===== src/rtl/scr_pkg.sv =====
// Shared types for the idle-locked scrambler pair.
// Assumes nothing beyond IEEE 1800-2017 packages.
package scr_pkg;

    // Receive synchronizer phases: load keystream, verify it, run locked.
    typedef enum logic [1:0] {
        SYNC_LOAD   = 2'd0,
        SYNC_VERIFY = 2'd1,
        SYNC_LOCKED = 2'd2
    } sync_state_e;

    // Bits needed for a counter that reaches maxv.
    function automatic int unsigned cnt_bits(input int unsigned maxv);
        return $clog2(maxv + 1);
    endfunction

endpackage


===== src/rtl/scr_lfsr.sv =====
// Fibonacci LFSR keystream generator.
// Key bit = state[WIDTH-1] ^ state[TAP-1]. On adv the state shifts left and
// takes either the key bit (free run) or load_bit (load mode).
// Assumes SEED is nonzero and TAP < WIDTH.
module scr_lfsr #(
    parameter int unsigned       WIDTH = 11,
    parameter int unsigned       TAP   = 9,
    parameter logic [WIDTH-1:0]  SEED  = '1
) (
    input  logic             clk,
    input  logic             rst_n,
    input  logic             adv,
    input  logic             load,
    input  logic             load_bit,
    output logic             key,
    output logic [WIDTH-1:0] state_o
);

    logic [WIDTH-1:0] state;
    logic             shift_in;

    generate
        if (TAP >= WIDTH || TAP == 0) begin : g_bad_tap
            initial $display("scr_lfsr: TAP must lie in 1..WIDTH-1");
        end
    endgenerate

    // Feedback bit from the two taps.
    assign key      = state[WIDTH-1] ^ state[TAP-1];
    // Pick the bit that enters the register.
    assign shift_in = load ? load_bit : key;
    assign state_o  = state;

    // Shift the register once per advance strobe.
    always_ff @(posedge clk) begin
        if (!rst_n) begin
            state <= SEED;
        end else if (adv) begin
            state <= {state[WIDTH-2:0], shift_in};
        end
    end

endmodule


===== src/rtl/scr_tx_path.sv =====
// Transmit scrambler: XORs each valid bit with a free-running keystream,
// or passes it through when bypass is high. Output is registered.
// Assumes the keystream steps only on valid bits.
module scr_tx_path #(
    parameter int unsigned       WIDTH = 11,
    parameter int unsigned       TAP   = 9,
    parameter logic [WIDTH-1:0]  SEED  = '1
) (
    input  logic             clk,
    input  logic             rst_n,
    input  logic             bypass,
    input  logic             bit_valid,
    input  logic             bit_in,
    output logic             line_valid,
    output logic             line_bit,
    output logic [WIDTH-1:0] key_state
);

    logic key;

    scr_lfsr #(.WIDTH(WIDTH), .TAP(TAP), .SEED(SEED)) u_lfsr (
        .clk      (clk),
        .rst_n    (rst_n),
        .adv      (bit_valid),
        .load     (1'b0),
        .load_bit (1'b0),
        .key      (key),
        .state_o  (key_state)
    );

    // Register the scrambled (or raw) bit and its strobe.
    always_ff @(posedge clk) begin
        if (!rst_n) begin
            line_valid <= 1'b0;
            line_bit   <= 1'b0;
        end else begin
            line_valid <= bit_valid;
            if (bit_valid) begin
                line_bit <= bypass ? bit_in : (bit_in ^ key);
            end
        end
    end

endmodule


===== src/rtl/scr_rx_sync.sv =====
// Receive synchronizer. Out of lock it loads the inverted line bits into
// the receive LFSR, then checks LOCK_ONES consecutive descrambled ones.
// Locked, it counts zeros in blocks of WIN_LEN bits received outside a frame
// and drops lock when a block holds more than ZERO_MAX zeros.
// Assumes the far end sends all-ones idle between frames.
module scr_rx_sync
    import scr_pkg::*;
#(
    parameter int unsigned WIDTH     = 11,
    parameter int unsigned LOCK_ONES = 60,
    parameter int unsigned WIN_LEN   = 30,
    parameter int unsigned ZERO_MAX  = 4
) (
    input  logic clk,
    input  logic rst_n,
    input  logic bit_valid,
    input  logic rx_bit,
    input  logic key,
    input  logic key_state_zero,
    input  logic frame_active,
    output logic load_mode,
    output logic locked_o
);

    localparam int unsigned CNT_MAX = (LOCK_ONES > WIDTH) ? LOCK_ONES : WIDTH;
    localparam int unsigned CNT_W   = cnt_bits(CNT_MAX);
    localparam int unsigned WIN_W   = cnt_bits(WIN_LEN);
    localparam logic [CNT_W-1:0] LOAD_LAST   = CNT_W'(WIDTH - 1);
    localparam logic [CNT_W-1:0] VERIFY_LAST = CNT_W'(LOCK_ONES - 1);
    localparam logic [WIN_W-1:0] WIN_LAST    = WIN_W'(WIN_LEN - 1);
    localparam logic [WIN_W-1:0] ZC_LIMIT    = WIN_W'(ZERO_MAX);

    sync_state_e      st;
    logic [CNT_W-1:0] cnt;
    logic [WIN_W-1:0] win;
    logic [WIN_W-1:0] zc;
    logic [WIN_W-1:0] zc_next;
    logic             descr;

    // Descrambled bit and the zero count including it.
    assign descr   = rx_bit ^ key;
    assign zc_next = zc + {{(WIN_W-1){1'b0}}, ~descr};

    assign load_mode = (st == SYNC_LOAD);
    assign locked_o  = (st == SYNC_LOCKED);

    // Acquisition, verification and lock-monitoring sequence.
    always_ff @(posedge clk) begin
        if (!rst_n) begin
            st  <= SYNC_LOAD;
            cnt <= '0;
            win <= '0;
            zc  <= '0;
        end else begin
            case (st)
                SYNC_LOAD: begin
                    if (bit_valid) begin
                        if (cnt == LOAD_LAST) begin
                            st  <= SYNC_VERIFY;
                            cnt <= '0;
                        end else begin
                            cnt <= cnt + 1'b1;
                        end
                    end
                end
                SYNC_VERIFY: begin
                    if (bit_valid) begin
                        if (!descr || key_state_zero) begin
                            st  <= SYNC_LOAD;
                            cnt <= '0;
                        end else if (cnt == VERIFY_LAST) begin
                            st  <= SYNC_LOCKED;
                            cnt <= '0;
                            win <= '0;
                            zc  <= '0;
                        end else begin
                            cnt <= cnt + 1'b1;
                        end
                    end
                end
                SYNC_LOCKED: begin
                    if (frame_active) begin
                        win <= '0;
                        zc  <= '0;
                    end else if (bit_valid) begin
                        if (win == WIN_LAST) begin
                            win <= '0;
                            zc  <= '0;
                            if (zc_next > ZC_LIMIT) begin
                                st  <= SYNC_LOAD;
                                cnt <= '0;
                            end
                        end else begin
                            win <= win + 1'b1;
                            zc  <= zc_next;
                        end
                    end
                end
                default: begin
                    st  <= SYNC_LOAD;
                    cnt <= '0;
                end
            endcase
        end
    end

endmodule


===== src/rtl/idle_lock_scrambler.sv =====
// Top: transmit scrambler plus self-synchronizing receive descrambler.
// Both sides handle one bit per clock under a valid strobe. The receive
// keystream is recovered from scrambled all-ones idle; bypass passes bits
// through in both directions and reports lock.
module idle_lock_scrambler #(
    parameter int unsigned       WIDTH     = 11,
    parameter int unsigned       TAP       = 9,
    parameter logic [WIDTH-1:0]  SEED      = '1,
    parameter int unsigned       LOCK_ONES = 60,
    parameter int unsigned       WIN_LEN   = 30,
    parameter int unsigned       ZERO_MAX  = 4
) (
    input  logic clk,
    input  logic rst_n,
    input  logic bypass,
    input  logic tx_valid,
    input  logic tx_bit,
    output logic line_valid_o,
    output logic line_bit_o,
    input  logic rx_valid,
    input  logic rx_bit,
    input  logic frame_active,
    output logic rx_out_valid,
    output logic rx_out_bit,
    output logic rx_locked
);

    logic [WIDTH-1:0] tx_state;
    logic [WIDTH-1:0] rx_state;
    logic             rx_key;
    logic             rx_load;
    logic             rx_lock_int;
    logic             rx_state_zero;

    scr_tx_path #(.WIDTH(WIDTH), .TAP(TAP), .SEED(SEED)) u_tx (
        .clk        (clk),
        .rst_n      (rst_n),
        .bypass     (bypass),
        .bit_valid  (tx_valid),
        .bit_in     (tx_bit),
        .line_valid (line_valid_o),
        .line_bit   (line_bit_o),
        .key_state  (tx_state)
    );

    scr_lfsr #(.WIDTH(WIDTH), .TAP(TAP), .SEED(SEED)) u_rx_lfsr (
        .clk      (clk),
        .rst_n    (rst_n),
        .adv      (rx_valid),
        .load     (rx_load),
        .load_bit (~rx_bit),
        .key      (rx_key),
        .state_o  (rx_state)
    );

    // Flag a receive state that could never produce a keystream.
    assign rx_state_zero = (rx_state == '0);

    scr_rx_sync #(
        .WIDTH(WIDTH), .LOCK_ONES(LOCK_ONES),
        .WIN_LEN(WIN_LEN), .ZERO_MAX(ZERO_MAX)
    ) u_sync (
        .clk            (clk),
        .rst_n          (rst_n),
        .bit_valid      (rx_valid),
        .rx_bit         (rx_bit),
        .key            (rx_key),
        .key_state_zero (rx_state_zero),
        .frame_active   (frame_active),
        .load_mode      (rx_load),
        .locked_o       (rx_lock_int)
    );

    // Register the descrambled (or raw) received bit.
    always_ff @(posedge clk) begin
        if (!rst_n) begin
            rx_out_valid <= 1'b0;
            rx_out_bit   <= 1'b0;
        end else begin
            rx_out_valid <= rx_valid;
            if (rx_valid) begin
                rx_out_bit <= bypass ? rx_bit : (rx_bit ^ rx_key);
            end
        end
    end

    // Bypass needs no keystream, so it always reads as locked.
    assign rx_locked = bypass | rx_lock_int;

    logic unused_tx_state;
    assign unused_tx_state = ^tx_state;

endmodule


===== config.mk =====
export PLATFORM = sky130hd
export DESIGN_NAME = idle_lock_scrambler
export DESIGN_NICKNAME = d
export VERILOG_FILES = /design/src/rtl/scr_pkg.sv /design/src/rtl/scr_lfsr.sv /design/src/rtl/scr_tx_path.sv /design/src/rtl/scr_rx_sync.sv /design/src/rtl/idle_lock_scrambler.sv
export SDC_FILE = /design/constraint.sdc
export NUM_CORES = 1
export LEC_CHECK = 0
export BUFFER_PORTS_ARGS = -buffer_cell sky130_fd_sc_hd__buf_4
export CAP_MARGIN = 0
export CORE_MARGIN = 5
export CORE_UTILIZATION = 59
export CTS_CLUSTER_SIZE = 30
export DETAILED_ROUTE_END_ITERATION = 12
export PLACE_DENSITY = 0.77
export SYNTH_ARGS = -nofsm -noshare
export SYNTH_HDL_FRONTEND = slang
export SYNTH_SLANG_ARGS = --single-unit

===== constraint.sdc =====
create_clock -name clk -period 5.8 [get_ports clk]
set_input_delay 0.87 -clock clk [delete_from_list [all_inputs] [get_ports clk]]
set_output_delay 0.87 -clock clk [all_outputs]
set_load 0.02 [all_outputs]

; ---- Word-level counts from Yosys, hierarchy flattened
; Cells that the tools add are included.
[word_totals]
regBits = 44
inputBits = 8
out_inout_bits = 5
word_cells = 79
[classes]
addsub = 3
n_lt_le_gt_ge = 1
eq_ne = 16
mux = 34
bitwise = 7
n_reduce_logical = 8
[op_table]
columns = op, count
row1 = $mux W6, 9
row2 = $mux W5, 9
row3 = $pmux W5 S2, 2
row4 = $mux W2, 9
row5 = $pmux W6 S3, 1
row6 = $logic_not A11 Y1, 1
row7 = $ne A2 B2 Y1 const B, 5
row8 = $ne A2 B1 Y1 const B, 4
row9 = $reduce_and A8 Y1, 1
row10 = $add A6 B1 Y6 const B, 1
row11 = $eq A6 B4 Y1 const B, 1
row12 = $eq A6 B6 Y1 const B, 1
row13 = $pmux W2 S3, 1
row14 = $reduce_and A6 Y1, 1
row15 = $add A5 B1 Y5, 1
row16 = $add A5 B1 Y5 const B, 1
row17 = $eq A5 B5 Y1 const B, 1
row18 = $gt A5 B3 Y1 const B, 1
row19 = $reduce_and A5 Y1, 1
row20 = $xor A1 B1 Y1, 4
row21 = $mux W1, 3
row22 = $ne A3 B1 Y1 const B, 1
row23 = $ne A3 B3 Y1 const B, 1
row24 = $eq A2 B1 Y1 const B, 1
row25 = 7 further kinds, 8

; ---- Depth between registers and ports, before layout
[depth]
word_depth = 10
depth_mapped = 9
ltp_nobuf = 9

; ---- Modules after synthesis
; From an unflattened synthesis, not the netlist that was laid out.
[hier_totals]
cells_unflattened = 231
hier_area_um2 = 2203.4
[modules_own_cells]
columns = module, n_inst, cells_each, area_per_inst_um2, seq_area_each_um2
row1 = scr_rx_sync, 1, 130, 1162.4, 360.3
row2 = scr_lfsr, 2, 39, 414.1, 220.2
row3 = idle_lock_scrambler, 1, 14, 121.4, 40.0
row4 = scr_tx_path, 1, 9, 91.3, 40.0

; ---- Least setup slack after synthesis
; Ideal clock, no wire load.
[synth_timing]
path_type = input to register
from = in rx_bit
to = reg u_sync.cnt[0]
setup_ns = 0.072
t_arrival_ns = 2.553
required_time_ns = 5.728
path_slack_ns = 3.175
stages = 9
n_path_buf = 0
cell_sequence = xor3_2 > inv_1 > ha_1 > ha_1 > a211oi_1 > o21bai_1 > a211oi_2 > o21ai_0 > mux2i_1
[synth_via]
elab_chain_len = 6
elab_cells_between_ends = 11
classes_between = 1 x add/sub / 1 x order compare / 1 x eq/ne / 3 x mux / 2 x bitwise / 3 x reduce/logical
[synth_lines]
columns = item, line_no
row1 = start: declaration, idle_lock_scrambler.sv:21  ; input logic rx_bit,
row2 = $xor A1 B1 Y1 (*), scr_rx_sync.sv:41  ; assign descr = rx_bit ^ key;
row3 = $not A1 Y1 or $logic_not A1 Y1 (tied branches), "scr_rx_sync.sv:42, scr_rx_sync.sv:68"
row4 = $add A5 B1 Y5 or $logic_or A1 B1 Y1 (tied branches), "scr_rx_sync.sv:42, scr_rx_sync.sv:68"
row5 = $gt A5 B3 Y1 or $mux W6 (tied branches), "scr_rx_sync.sv:89, scr_rx_sync.sv:68"
row6 = $ne A2 B1 Y1 (no line) or $mux W6 (tied branches), n/a
row7 = $reduce_and A6 Y1 (no line) or $pmux W6 S3 (tied branches), n/a
row8 = end signal: assignment, scr_rx_sync.sv:62  ; cnt <= cnt + 1'b1;
row9 = end signal: assignment, scr_rx_sync.sv:77  ; cnt <= cnt + 1'b1;
row10 = end: declaration, scr_rx_sync.sv:34  ; logic [CNT_W-1:0] cnt;
; Every way passes the cells marked *; elsewhere a longest branch is shown, timed or not. The select of a mux whose other input is x is not followed.
; A chain may end at the register's enable or synchronous reset.

; ---- Worst setup path after layout
[layout_timing]
from = reg u_rx_lfsr.state[8], in the netlist u_rx_lfsr.state_o[8]
to = reg u_sync.cnt[0]
[layout_via]
elab_chain_len = 7
elab_cells_between_ends = 13
classes_between = 1 x add/sub / 1 x order compare / 1 x eq/ne / 3 x mux / 3 x bitwise / 4 x reduce/logical
[layout_lines]
columns = item, line_no
row1 = start: declaration, scr_lfsr.sv:19  ; logic [WIDTH-1:0] state;
row2 = start signal: assignment, scr_lfsr.sv:39  ; state <= {state[WIDTH-2:0], shift_in};
row3 = $xor A1 B1 Y1, scr_lfsr.sv:29  ; assign key = state[WIDTH-1] ^ state[TAP-1];
row4 = $xor A1 B1 Y1, scr_rx_sync.sv:41
row5 = $not A1 Y1 or $logic_not A1 Y1 (tied branches), "scr_rx_sync.sv:42, scr_rx_sync.sv:68"
row6 = $add A5 B1 Y5 or $logic_or A1 B1 Y1 (tied branches), "scr_rx_sync.sv:42, scr_rx_sync.sv:68"
row7 = $gt A5 B3 Y1 or $mux W6 (tied branches), "scr_rx_sync.sv:89, scr_rx_sync.sv:68"
row8 = $ne A2 B1 Y1 (no line) or $mux W6 (tied branches), n/a
row9 = $reduce_and A6 Y1 (no line) or $pmux W6 S3 (tied branches), n/a
; Several ways; a longest one is shown, not always the timed one. The select of a mux whose other input is x is not followed.

==> metrics.txt <==
Hold Crit Class=flip-flop to flip-flop; GP Congestion=~0.84; crit path max fanout=7; wire length per cell=around 13 um; H-tree depth=2; DP HPWL=2.657 mm; worst path required time=between 6000 and 7000 ps; via count=about 1,600; Post-Syn Instances=between 200 and 250; clock slew seen by the registers of the worst setup and hold paths=around 130 ps; Static Leak=~0.00087 uW; post-CTS setup buffers=0; dpl cells=about 270; crit path launch type=flip-flop; final antenna-violating net count=0; Setup crit end kind=flip-flop; post-synthesis sequential area ratio=41.05%; largest net degree at the start of global routing=38; TritonCTS clock tree=built; clk sinks=44; min cycle time layout=~2600 ps; Setup TNS=0 ps; number of fill cells in the layout=306; Ys Warns=0; post-CTS sizing=0; Initial DRC Count=just under 80; final wirelength=between 3 and 4 mm; hold buffers post-CTS=0; register area=roughly 900 um2; layout cells sized above 1=a little over an eighth; fin nets=247; largest family of logic cells by synthesized area=simple AND/OR/NAND/NOR gates; most frequent cells in the layout=dfxtp_1 (44), nand2_1 (36), mux2i_1 (23), buf_4 (12), nand3_1 (9); I/O Buffers=12; FFs w/ async S/R, synth=0%; starting density of the core=roughly 60%; Yosys cell types=47; First-pass DRT Iterations=4; slew margin rel.=between 70 and 80%; clk_lat worst skew=roughly 360 ps; unrepaired setup endpoints after global routing=no; Slew @ Worst Pin=434.6 ps; initial antenna violation count=0; Ports=13; crit path DAT=2880 ps; final clock period utilization by the worst path=approximately 44%; post-synthesis compound-gate area fraction=15.98%; Post-DP Area=2222 um2; Cell Pwr Density=roughly 240 nW/um2; Chip Width=~70 um; first-pass GRT wire length=6.624 mm; routed vias/inst=approximately 5.6; Synth Area in Simple Gates=about a fifth; Final Skew=4.761 ps; synthesis-to-finish area growth=7.463%; n_diodes=0; XOR/XNOR Fraction of Synth Area=2.391%; CTS root buf=clkbuf_4; commonest non-fill, non-tap cell in the layout=dfxtp_1; synthesized net count=~240; status=complete, no violations; DIE HEIGHT=between 70 and 80 um; fin. max-slew vios=0; CP Class=flip-flop to flip-flop; Post-synth EDFFs=0; Fmax=a little under 400 MHz; gr ovfl total=0; GRT Total Usage=16.69%; vias in the first global route=1,399; design area=about 2300 um2; Hold Fails Final Rpt=0; Core ar.=3578 um2; Finished Layout Cells=~280; Final Hold Slack=~490 ps; Max VDD drop=around 0.18 mV; synthesized area per cell=around 9.5 um2; FF+latch count, synth=44; Synth Area in Adders=under 10%; Post-Syn Area=about 2100 um2; CTS Buf Count=5; site row count=22; area of the multi-input gates=1161 um2; Max-Cap Viols=0; endpoints failing setup=0; mux cell area share after synthesis=a little under an eighth; Max Buffers Root-to-Sink=2; DRC viols=0; ys flop type=dfxtp_1; full die area=4943 um2
## cell families (layout without fill, tap and decap cells)
logic type                 Yosys count  in the layout
and+or+nand+nor                     84             84
muxes                               25             25
AOI/OAI and AO/OA                   43             43
buffers and inverters               21             28
xor gates and xnor gates             4              4
adders and majority gates            6              6
DFF                                 44             44
## layer usage
metal | part of all wire (%) | wire length (um) | track usage [%] | vias up
met5 | 0 | 0 | 0 | -
li1 | - | - | - | 829
met2 | 43 | 1619 | 24.64 | 27
met3 | 4.6 | 175 | 5.324 | 6
met4 | 1.4 | 55 | 5.106 | 0
met1 | 51 | 1951 | 23.06 | 715
## final timing paths
path | from | end | slack (ps) | depth (start not counted)
setup reg to reg | u_rx_lfsr.state_o[8] | u_sync.cnt[0] | 3230 | 9
hold reg to reg | u_tx.u_lfsr.state_o[6] | u_tx.u_lfsr.state_o[6] | 490 | 2
hold / removal | u_tx.u_lfsr.state_o[6] | u_tx.u_lfsr.state_o[6] | 490 | 2
setup / recovery | u_rx_lfsr.state_o[8] | u_sync.cnt[0] | 3230 | 9
## worst max-delay path: stages (launching register included)
cell      delay [ps]
dfxtp_1          440
xor3_2           500
inv_1             70
ha_1             160
ha_1             250
a211oi_1         230
o21bai_1         120
a211oi_2         410
o21ai_0          190
mux2i_1          150
## registers in the layout, summed over array words and instances (netlist names)
register	flops
rx_out_valid	1
u_sync.win	5
u_rx_lfsr.state_o	11
u_tx.line_bit	1
rx_out_bit	1
u_tx.line_valid	1
u_sync.zc	5
u_sync.cnt	6
u_sync.st	2
u_tx.u_lfsr.state_o	11
## metrics by stage
stage | total power, uW | util [%] | setup slack, ps
after floorplan | 343.2 | - | 3175
after global placement | 353.6 | 62.10 | 2922
after detailed placement | 354.2 | 62.10 | 2853
after CTS | 549.1 | 64.44 | 3230
after global routing | 565.9 | 64.44 | 2971
final | 543.2 | 64.44 | 3228
## area by class of cell
type                            count  share of cell area [%]
Timing Repair Buffer               12                   3.907
Tap cell                           48                   2.604
Clock inverter                      3                   2.008
Inverter                            8                   1.302
Clock buffer                        5                   1.628
Multi-Input combinational cell    162                   50.35
Sequential cell                    44                   38.20
## cells in the mapped netlist, types with 2 or more instances
| cell | count | area share [%] |
|---|---|---|
| nand3_1 | 9 | 2.1 |
| a41oi_1 | 2 | 0.82 |
| dfxtp_1 | 44 | 41 |
| or2_2 | 2 | 0.58 |
| a21oi_1 | 7 | 1.6 |
| o2111a_1 | 3 | 1.6 |
| buf_1 | 2 | 0.35 |
| ha_1 | 6 | 3.5 |
| xnor2_1 | 3 | 1.2 |
| a211oi_1 | 6 | 2.1 |
| inv_1 | 8 | 1.4 |
| o32ai_1 | 5 | 2.0 |
| or3_1 | 3 | 0.87 |
| a311oi_1 | 4 | 1.6 |
| nand2_1 | 36 | 6.3 |
| nor4_1 | 2 | 0.58 |
| mux2_2 | 2 | 1.0 |
| nand2b_1 | 3 | 0.87 |
| o31ai_4 | 2 | 2.0 |
| mux2i_1 | 23 | 11 |
| nor2_1 | 7 | 1.2 |
| nand4_1 | 2 | 0.58 |
| nor3_1 | 7 | 1.6 |
| and2_1 | 3 | 0.87 |
| o21ai_0 | 7 | 1.6 |
| clkbuf_8 | 2 | 1.3 |
| clkbuf_1 | 7 | 1.2 |
## power breakdown
part,switching [uW],internal (uW)
clock network,104,92.1
logic,22.1,14.8
registers,3.23,307
total,129,414
No activity file was read; power rests on OpenSTA's default activity.
